`config.mk`:
```
export PLATFORM = sky130hd
export DESIGN_NAME = spi_pause_ctrl
export DESIGN_NICKNAME = d
export VERILOG_FILES = /design/src/rtl/spi_pause_ctrl.sv
export SDC_FILE = /design/constraint.sdc
export NUM_CORES = 1
export LEC_CHECK = 0
export ABC_AREA = 1
export CORE_AREA = 2 2 39 41
export CTS_CLUSTER_SIZE = 30
export DETAILED_ROUTE_END_ITERATION = 10
export DIE_AREA = 0 0 41 43
export GPL_ROUTABILITY_DRIVEN = 1
export PLACE_DENSITY_LB_ADDON = 0.1
export SETUP_SLACK_MARGIN = 0.1
export SYNTH_ARGS = -nofsm -noshare
export SYNTH_HDL_FRONTEND = slang
export SYNTH_SLANG_ARGS = --single-unit
```
`constraint.sdc`:
```
create_clock -name clk -period 1.3 [get_ports clk]
set_input_delay 0.325 -clock clk [delete_from_list [all_inputs] [get_ports clk]]
set_output_delay 0.325 -clock clk [all_outputs]
set_load 0.03 [all_outputs]
```
`src/rtl/spi_pause_ctrl.sv`:
```
module spi_pause_ctrl (
  input  logic clk,
  input  logic rst_n,
  input  logic cs_n,
  input  logic sck,
  input  logic hold_n,
  input  logic si,
  output logic paused,
  output logic so_oe,
  output logic sck_rise_en,
  output logic sck_fall_en,
  output logic si_bit
);

  logic sck_q;
  logic sel;
  logic sck_low;
  logic enter_ok;
  logic leave_ok;
  logic paused_nx;

  assign sel      = ~cs_n;
  assign sck_low  = ~sck;
  assign enter_ok = ~hold_n & sck_low;
  assign leave_ok = hold_n & sck_low;

  always_comb begin
    if (!sel)
      paused_nx = 1'b0;
    else if (paused)
      paused_nx = ~leave_ok;
    else
      paused_nx = enter_ok;
  end

  assign sck_rise_en = sel & ~paused & sck & ~sck_q;
  assign sck_fall_en = sel & ~paused & hold_n & sck_low & sck_q;
  assign so_oe       = sel & hold_n & ~paused;

  always_ff @(posedge clk or negedge rst_n) begin
    if (!rst_n) begin
      sck_q  <= 1'b0;
      paused <= 1'b0;
      si_bit <= 1'b0;
    end else begin
      sck_q  <= sck;
      paused <= paused_nx;
      if (sck_rise_en)
        si_bit <= si;
    end
  end

endmodule

```
# Word-level counts from Yosys, hierarchy flattened
# Cells that the tools add are included.
# Widths: inputs -> output; s select.
[word_totals]
register_bits = 3
input_bits = 6
output_inout_bits = 5
word_cells = 21
[classes]
n_mux = 2
bitwise = 16
[ops]
columns = ["op", "count"]
rows = [
  ["$and 1x1->1", 10],
  ["$not 1->1", 6],
  ["$mux 1", 2],
]

# Longest topological paths before layout
# Gate-level depths: netlist (run 1).
[logic_depth]
ltp_word = 5
ltp_mapped = 5
mapped_depth_nobuf = 5

# Worst setup path before layout (run 1)
# OpenSTA, ideal clock, no wires.
[synth_path]
path_kind = "reg-to-output"
startpoint = "register paused"
endpoint = "output sck_fall_en"
t_arrival_ns = 1.094
required_time_ns = 0.975
path_slack_ns = -0.119
stages_incl_launch_ff = 4
path_buffers = 0
path_cell_list = "dfrtp_1 > nor2_1 > nand2_1 > nor2_1"
[synth_between]
elab_chain_cells = 5
[synth_rtl]
columns = ["item", "line_no", "rtl"]
rows = [
  ["start: declaration", "8", "output logic paused,"],
  ["start signal: assignment", "47", "paused <= paused_nx;"],
  ["$not 1->1", "37", "assign sck_fall_en = sel & ~paused & hold_n & sck_low & sck_q;"],
  ["$and 1x1->1 (4 in series)", "37", ""],
  ["end: declaration", "11", "output logic sck_fall_en,"],
]
# No other way between the ends.

# Final worst setup path (run 1)
# Same ends and word-level chain as after synthesis.

==> results of run 1 <==
==> cells in the final DEF, fill, tap and decap left out <==
cell	instances
dlygate4sd2_1	3
clkbuf_4	3
dfrtp_1	2
nor2_2	2
buf_6	3
inv_1	2
clkbuf_1	1
dfrtp_2	1
nand2_2	1
nand3_1	1
buf_4	5
nand2_1	4
nor3_1	1
nor2_4	2
clkdlybuf4s50_1	2
nor2_1	1
inv_2	2
==> power groups by stage <==
stage | combinational (µW) | sequential (µW) | clock (µW)
2_1_floorplan | 26.3 | 126 | 0
3_3_place_gp | 88.0 | 110 | 0
3_5_place_dp | 87.5 | 111 | 0
4_1_cts | 90.7 | 110 | 171
5_1_grt | 98.3 | 112 | 184
6_report | 91.5 | 111 | 161
==> worst reg2reg max path, delay by kind of cell (launching register included) <==
family	cells	cell delay [ps]
AND/OR/NAND/NOR	4	270
flip-flops	1	430
buffers and inverters	1	130
==> area by class of cell <==
type	instances	area (µm²)
Fill cell	161	1060
Clock buffer	4	26.3
Tap cell	16	20.0
Timing Repair Buffer	13	118
Multi-Input combinational cell	12	70.1
Inverter	4	15.0
Sequential cell	3	76.3
==> repair_timing <==
action / in CTS / in global routing
pin swaps: 3 / 1
gates resized for setup: 8 / 2
setup buffers: 1 / 0
endpoints found under the setup margin: 3 / 3
==> per-layer routing <==
metal | vias to the layer above | wire length [µm] | global-route usage [%]
met5 | - | 0 | 0
met4 | 0 | 0 | 6.00
met3 | 0 | 54 | 3.66
met2 | 8 | 171 | 6.25
met1 | 71 | 161 | 6.15
li1 | 88 | - | -
==> cells by family (layout without fill, tap and decap cells) <==
group / Yosys count / after routing
buffers and inverters: 4 / 21
flip-flops: 3 / 3
AND/OR/NAND/NOR: 12 / 12
==> worst paths after layout <==
check                              end  slack (ps)
min reg2reg                     si_bit         470
min in group clk                 sck_q         460
max in group asynchronous       paused         870
max                        sck_fall_en         -60
max reg2reg                     si_bit         360
min                             si_bit         280
==> flip-flops by register name, summed over array words and instances (netlist names) <==
register,flops
paused,1
si_bit,1
sck_q,1
==> through the flow <==
stage	cells	setup slack (ps)	util [%]
final	52	-57.3	23.5
after floorplan	19	96.5	-
after global routing	52	-107	23.5
after CTS	52	-81.0	23.0
after detailed placement	47	-276	19.6
after global placement	47	-271	19.6
==> impl_metrics.py, run 1 <==
metrics = {
    "finish": {
        "area_growth_pct": 132,
        "antenna_cells": 0,
        "layout.nets": 43,
        "drive_gt1_share_pct": 52.8,
        "fin_area_um2": 325,
    },
    "synth": {
        "synth_top_family_by_area": "simple AND/OR/NAND/NOR gates",
        "ys_seq_area_share_pct": 53.6,
        "synthDistinctLibCells": 7,
        "ys.flop_type": "dfrtp_1",
        "netlist_area_um2": 140,
        "postSynthCellCount": 19,
        "synth_fa_ha_area_share_pct": 0,
        "ys_warn_count": 0,
        "async_flop_share_pct": 100,
        "avgSynthCellArea_um2": 7.38,
        "yosys-top-cells-count": "5 x nand2_1, 4 x inv_1, 4 x nor2_1",
        "synthMuxAreaShare_pct": 0,
        "yosysMostFrequentCell": "nand2_1",
        "synth_nets": 25,
        "synth_top_area_share_pct": 53.6,
        "synth_compound_area_share_pct": 0,
        "synth_edf_count": 0,
        "synth.ff_latch_count": 3,
        "synth_xor_area_share_pct": 0,
        "synth_largest_area_cell": "dfrtp_1",
        "synth_simple_gate_area_share_pct": 35.7,
        "synthTopCellsByArea": "dfrtp_1 54%, nand2_1 13%, inv_1 11%, nor2_1 11%, nor2_2 4.5%",
    },
    "pwr": {
        "ir_drop_mv": 0.379,
        "seqPwrFrac_pct": 30.5,
        "switching_power_uw": 104,
        "power.density_nw_per_um2": 1120,
        "clkPwrFrac_pct": 44.4,
        "swShare_pct": 28.5,
        "combPwrFrac_pct": 25.1,
        "p_leak_uw": 0.000166,
        "total_power_uw": 364,
        "internal-power_uw": 260,
    },
    "timing": {
        "final_max_slew_viol_count": 0,
        "slew_headroom_pct": 86.4,
        "period_share_pct": 104,
        "timing.fmax_ghz": 0.737,
        "tightest_slew_ps": 204,
        "hold_violations": 0,
        "setup_tns_ps": -115,
        "clock_skew_ps": 0.222,
        "min_period_ps": 1360,
        "setup_slack_ps": -57.3,
        "rsz0062_at_grt": "yes",
        "hold-worst-slack_ps": 275,
        "setup_viol": 3,
    },
    "drt": {
        "wl_per_cell_um": 7.42,
        "via_count": 167,
        "wirelength_um": 386,
        "remaining_drc_errors": 0,
        "drt_iter0_markers": 2,
        "route.antenna.remaining_nets": 0,
        "viasPerCell": 3.21,
        "first_pass_iters": 2,
    },
    "clock_network": {
        "cts.sinks": 3,
        "clockBufferDepth": 2,
        "cts-htree-levels": 1,
        "cts-root-buf": "clkbuf_4",
        "insertion_delay_ps": 230,
        "cts_tree": "done",
        "hold_buffers": 0,
        "numCtsBuffers": 3,
        "clkTransAtPathRegs_ps": 40,
    },
    "flow_run": {
        "maxCapViolations": 0,
    },
    "floorplan": {
        "start_util_pct": 10.1,
        "num_rows": 14,
        "core_area_um2": 1380,
        "die_h_um": 43,
        "io_pins": 11,
        "dieArea_um2": 1760,
        "die-width_um": 41,
    },
    "worst_hold_path": {
        "hold_class": "in -> async",
    },
    "global_route": {
        "antenna_found_initial": 0,
        "grt_pass1_wl_um": 593,
        "grt_usage_pct": 5.53,
        "grt_start_max_net_pins": 4,
        "overflow": 0,
        "grt_pass1_vias": 171,
    },
    "critical_path": {
        "cp.depth": 4,
        "cp.arrival_ps": 1030,
        "cp.required_ps": 980,
        "endpoint_kind": "primary output",
        "crit_chain": "nor2_4, nand2_2, nor2_4, buf_6",
        "r2r-start": "paused",
        "crit_family": "flip-flops",
        "slowest_stage": "dfrtp_2",
        "crit_top_cell": "nor2_4",
        "crit_path_max_fanout": 3,
        "critPathMaxStageDelay_ps": 430,
        "crit_type": "reg -> out",
        "cp-start-kind": "flop",
        "path_buf_inv": 1,
        "startpoint": "paused",
        "r2r_cells": 5,
    },
    "placed_design": {
        "placed_area_um2": 272,
        "gp_congestion": 0.598,
        "hpwl_um": 302,
        "port-buffer-count": 10,
    },
    "outcome": {
        "violations": "setup timing",
        "status": "complete, but fails checks",
    },
}
Note: power is estimated with default switching activity, not from simulation.
==> inputs of run 2 (changes only) <==
Settings changed: CELL_PAD_IN_SITES_DETAIL_PLACEMENT set to 1, CELL_PAD_IN_SITES_GLOBAL_PLACEMENT set to 1.
==> run 2 against run 1 <==
The run still ends with setup timing left. Clock skew is 3.5 ps higher. Total power is 4.2% higher. Combinational power is 13% higher. Non-clock buffer count is 5 higher. Die area stayed put. Worst setup slack better by 6.7 ps. Sequential share of layout area is 2.6 points lower. Sequential power hardly changed.
==> impl_metrics.py, run 2 (synthesized netlist as in run 1, its figures left out) <==
metrics = {
    "critical_path": {
        "slowest_stage": "dfrtp_2",
        "endpoint_kind": "primary output",
        "crit_type": "reg -> out",
        "cp-start-kind": "flop",
        "rrSetupSlack_ps": 10,
        "crit_top_cell": "nor2_4",
        "r2r_cells": 8,
        "crit_chain": "nor2_4, nand2_2, nor2_4, buf_6",
        "critPathMaxStageDelay_ps": 420,
        "r2r-start": "paused",
        "crit_path_max_fanout": 3,
        "cp.required_ps": 980,
        "r2r_end": "si_bit",
        "cp.arrival_ps": 1030,
    },
    "clock_network": {
        "numCtsBuffers": 3,
        "hold_buffers": 0,
        "clkTransAtPathRegs_ps": 40,
        "clockBufferDepth": 2,
        "insertion_delay_ps": 240,
        "cts-htree-levels": 1,
        "cts.sinks": 3,
        "cts-root-buf": "clkbuf_4",
        "cts_tree": "done",
    },
    "outcome": {
        "violations": "setup timing",
        "status": "complete, but fails checks",
    },
    "global_route": {
        "grt_usage_pct": 8.15,
        "antenna_found_initial": 0,
        "grt_pass1_vias": 210,
        "grt_pass1_wl_um": 807,
        "overflow": 0,
        "grt_start_max_net_pins": 4,
    },
    "placed_design": {
        "gp_congestion": 0.702,
        "placed_area_um2": 279,
        "placed_cells": 48,
        "port-buffer-count": 10,
    },
    "timing": {
        "hold_violations": 0,
        "period_share_pct": 104,
        "clock_skew_ps": 3.70,
        "rsz0062_at_grt": "yes",
        "setup_slack_ps": -50.6,
        "timing.fmax_ghz": 0.740,
        "tightest_slew_ps": 196,
        "min_period_ps": 1350,
        "final_max_slew_viol_count": 0,
        "slew_headroom_pct": 86.9,
        "setup_viol": 3,
    },
    "flow_run": {
        "maxCapViolations": 0,
    },
    "drt": {
        "viasPerCell": 3.39,
        "drt_iter0_markers": 0,
        "remaining_drc_errors": 0,
        "wirelength_um": 477,
        "first_pass_iters": 1,
        "route.antenna.remaining_nets": 0,
        "via_count": 193,
        "wl_per_cell_um": 8.37,
    },
    "floorplan": {
        "io_pins": 11,
        "start_util_pct": 10.1,
        "die-width_um": 41,
        "core_area_um2": 1380,
        "num_rows": 14,
        "dieArea_um2": 1760,
        "die_h_um": 43,
    },
    "pwr": {
        "swShare_pct": 29.0,
        "switching_power_uw": 110,
        "combPwrFrac_pct": 27.3,
        "p_leak_uw": 0.000188,
        "internal-power_uw": 269,
        "clkPwrFrac_pct": 43.5,
        "total_power_uw": 379,
        "power.density_nw_per_um2": 1040,
        "seqPwrFrac_pct": 29.2,
        "ir_drop_mv": 0.498,
    },
    "finish": {
        "area_growth_pct": 161,
        "layout.nets": 48,
        "utilization_pct": 26.4,
        "drive_gt1_share_pct": 63.4,
        "mostFrequentLayoutCell": "buf_4",
        "fillers": 167,
        "largestRegisters": "paused (1), sck_q (1), si_bit (1)",
        "antenna_cells": 0,
        "fin_area_um2": 365,
        "stdcell_count": 57,
    },
    "worst_hold_path": {
        "hold_class": "in -> async",
    },
}
==> run 2: what timing repair did <==
item / in CTS / in global routing
setup buffers: 5 / 0
pin swaps: 3 / 1
gates cloned: 0 / 0
resized for setup: 9 / 3
endpoints found under the setup margin: 3 / 4
==> run 2: final cells by class <==
| class | count | area [µm²] | area share, % |
|---|---|---|---|
| Timing Repair Buffer | 18 | 155 | 42.5 |
| Sequential cell | 3 | 76.3 | 20.9 |
| Multi-Input combinational cell | 12 | 72.6 | 19.9 |
| Clock buffer | 4 | 26.3 | 7.19 |
| Tap cell | 16 | 20.0 | 5.48 |
| Inverter | 4 | 15.0 | 4.11 |
==> run 2: worst max path at each step <==
stage	from	end	cells past startpoint
floorplan	paused	sck_fall_en	3
global placement	cs_n	sck_fall_en	5
detailed placement	cs_n	sck_fall_en	5
CTS	paused	sck_fall_en	4
global route	paused	sck_fall_en	4
finish	paused	sck_fall_en	4
==> run 2: worst max-delay path: cells and delay by family (launching register included) <==
kind | cells | cell delay (ps)
flops | 1 | 420
buf+inv | 1 | 130
simple gates | 3 | 230
==> run 2: per-layer routing <==
layer	part of all wire, %	vias up	global-route usage [%]
li1	-	99	-
met1	33	82	7.44
met2	49	10	10.3
met3	14	2	8.38
met4	2.9	0	6.00
met5	0	-	0
==> run 2: power by group through the flow <==
| stage | combinational (µW) | sequential [µW] | clock, µW |
|---|---|---|---|
| finish | 103 | 111 | 165 |
| detailed placement | 90.3 | 111 | 0 |
| floorplan | 26.3 | 126 | 0 |
| global route | 112 | 112 | 190 |
| global placement | 90.3 | 110 | 0 |
| CTS | 102 | 110 | 176 |
==> run 2: per-stage QoR <==
stage          worst slack (ps)  setup TNS [ps]  hold WS, ps
5_1_grt                    -114            -356          271
3_5_place_dp               -282            -800          465
2_1_floorplan              96.5               0         29.4
3_3_place_gp               -283            -803          463
4_1_cts                   -84.9            -206          264
6_report                  -50.6            -103          272
==> inputs of run 3 (changes only) <==
Settings changed: MAX_ROUTING_LAYER set to met4.
==> results of run 3 <==
No change in the layout: final DEF, timing and power equal those of run 2.
Among the figures that moved: final weighted congestion in routability-driven placement 0.702 -> 0.710; overall routing resource usage 8.15% -> 8.35%
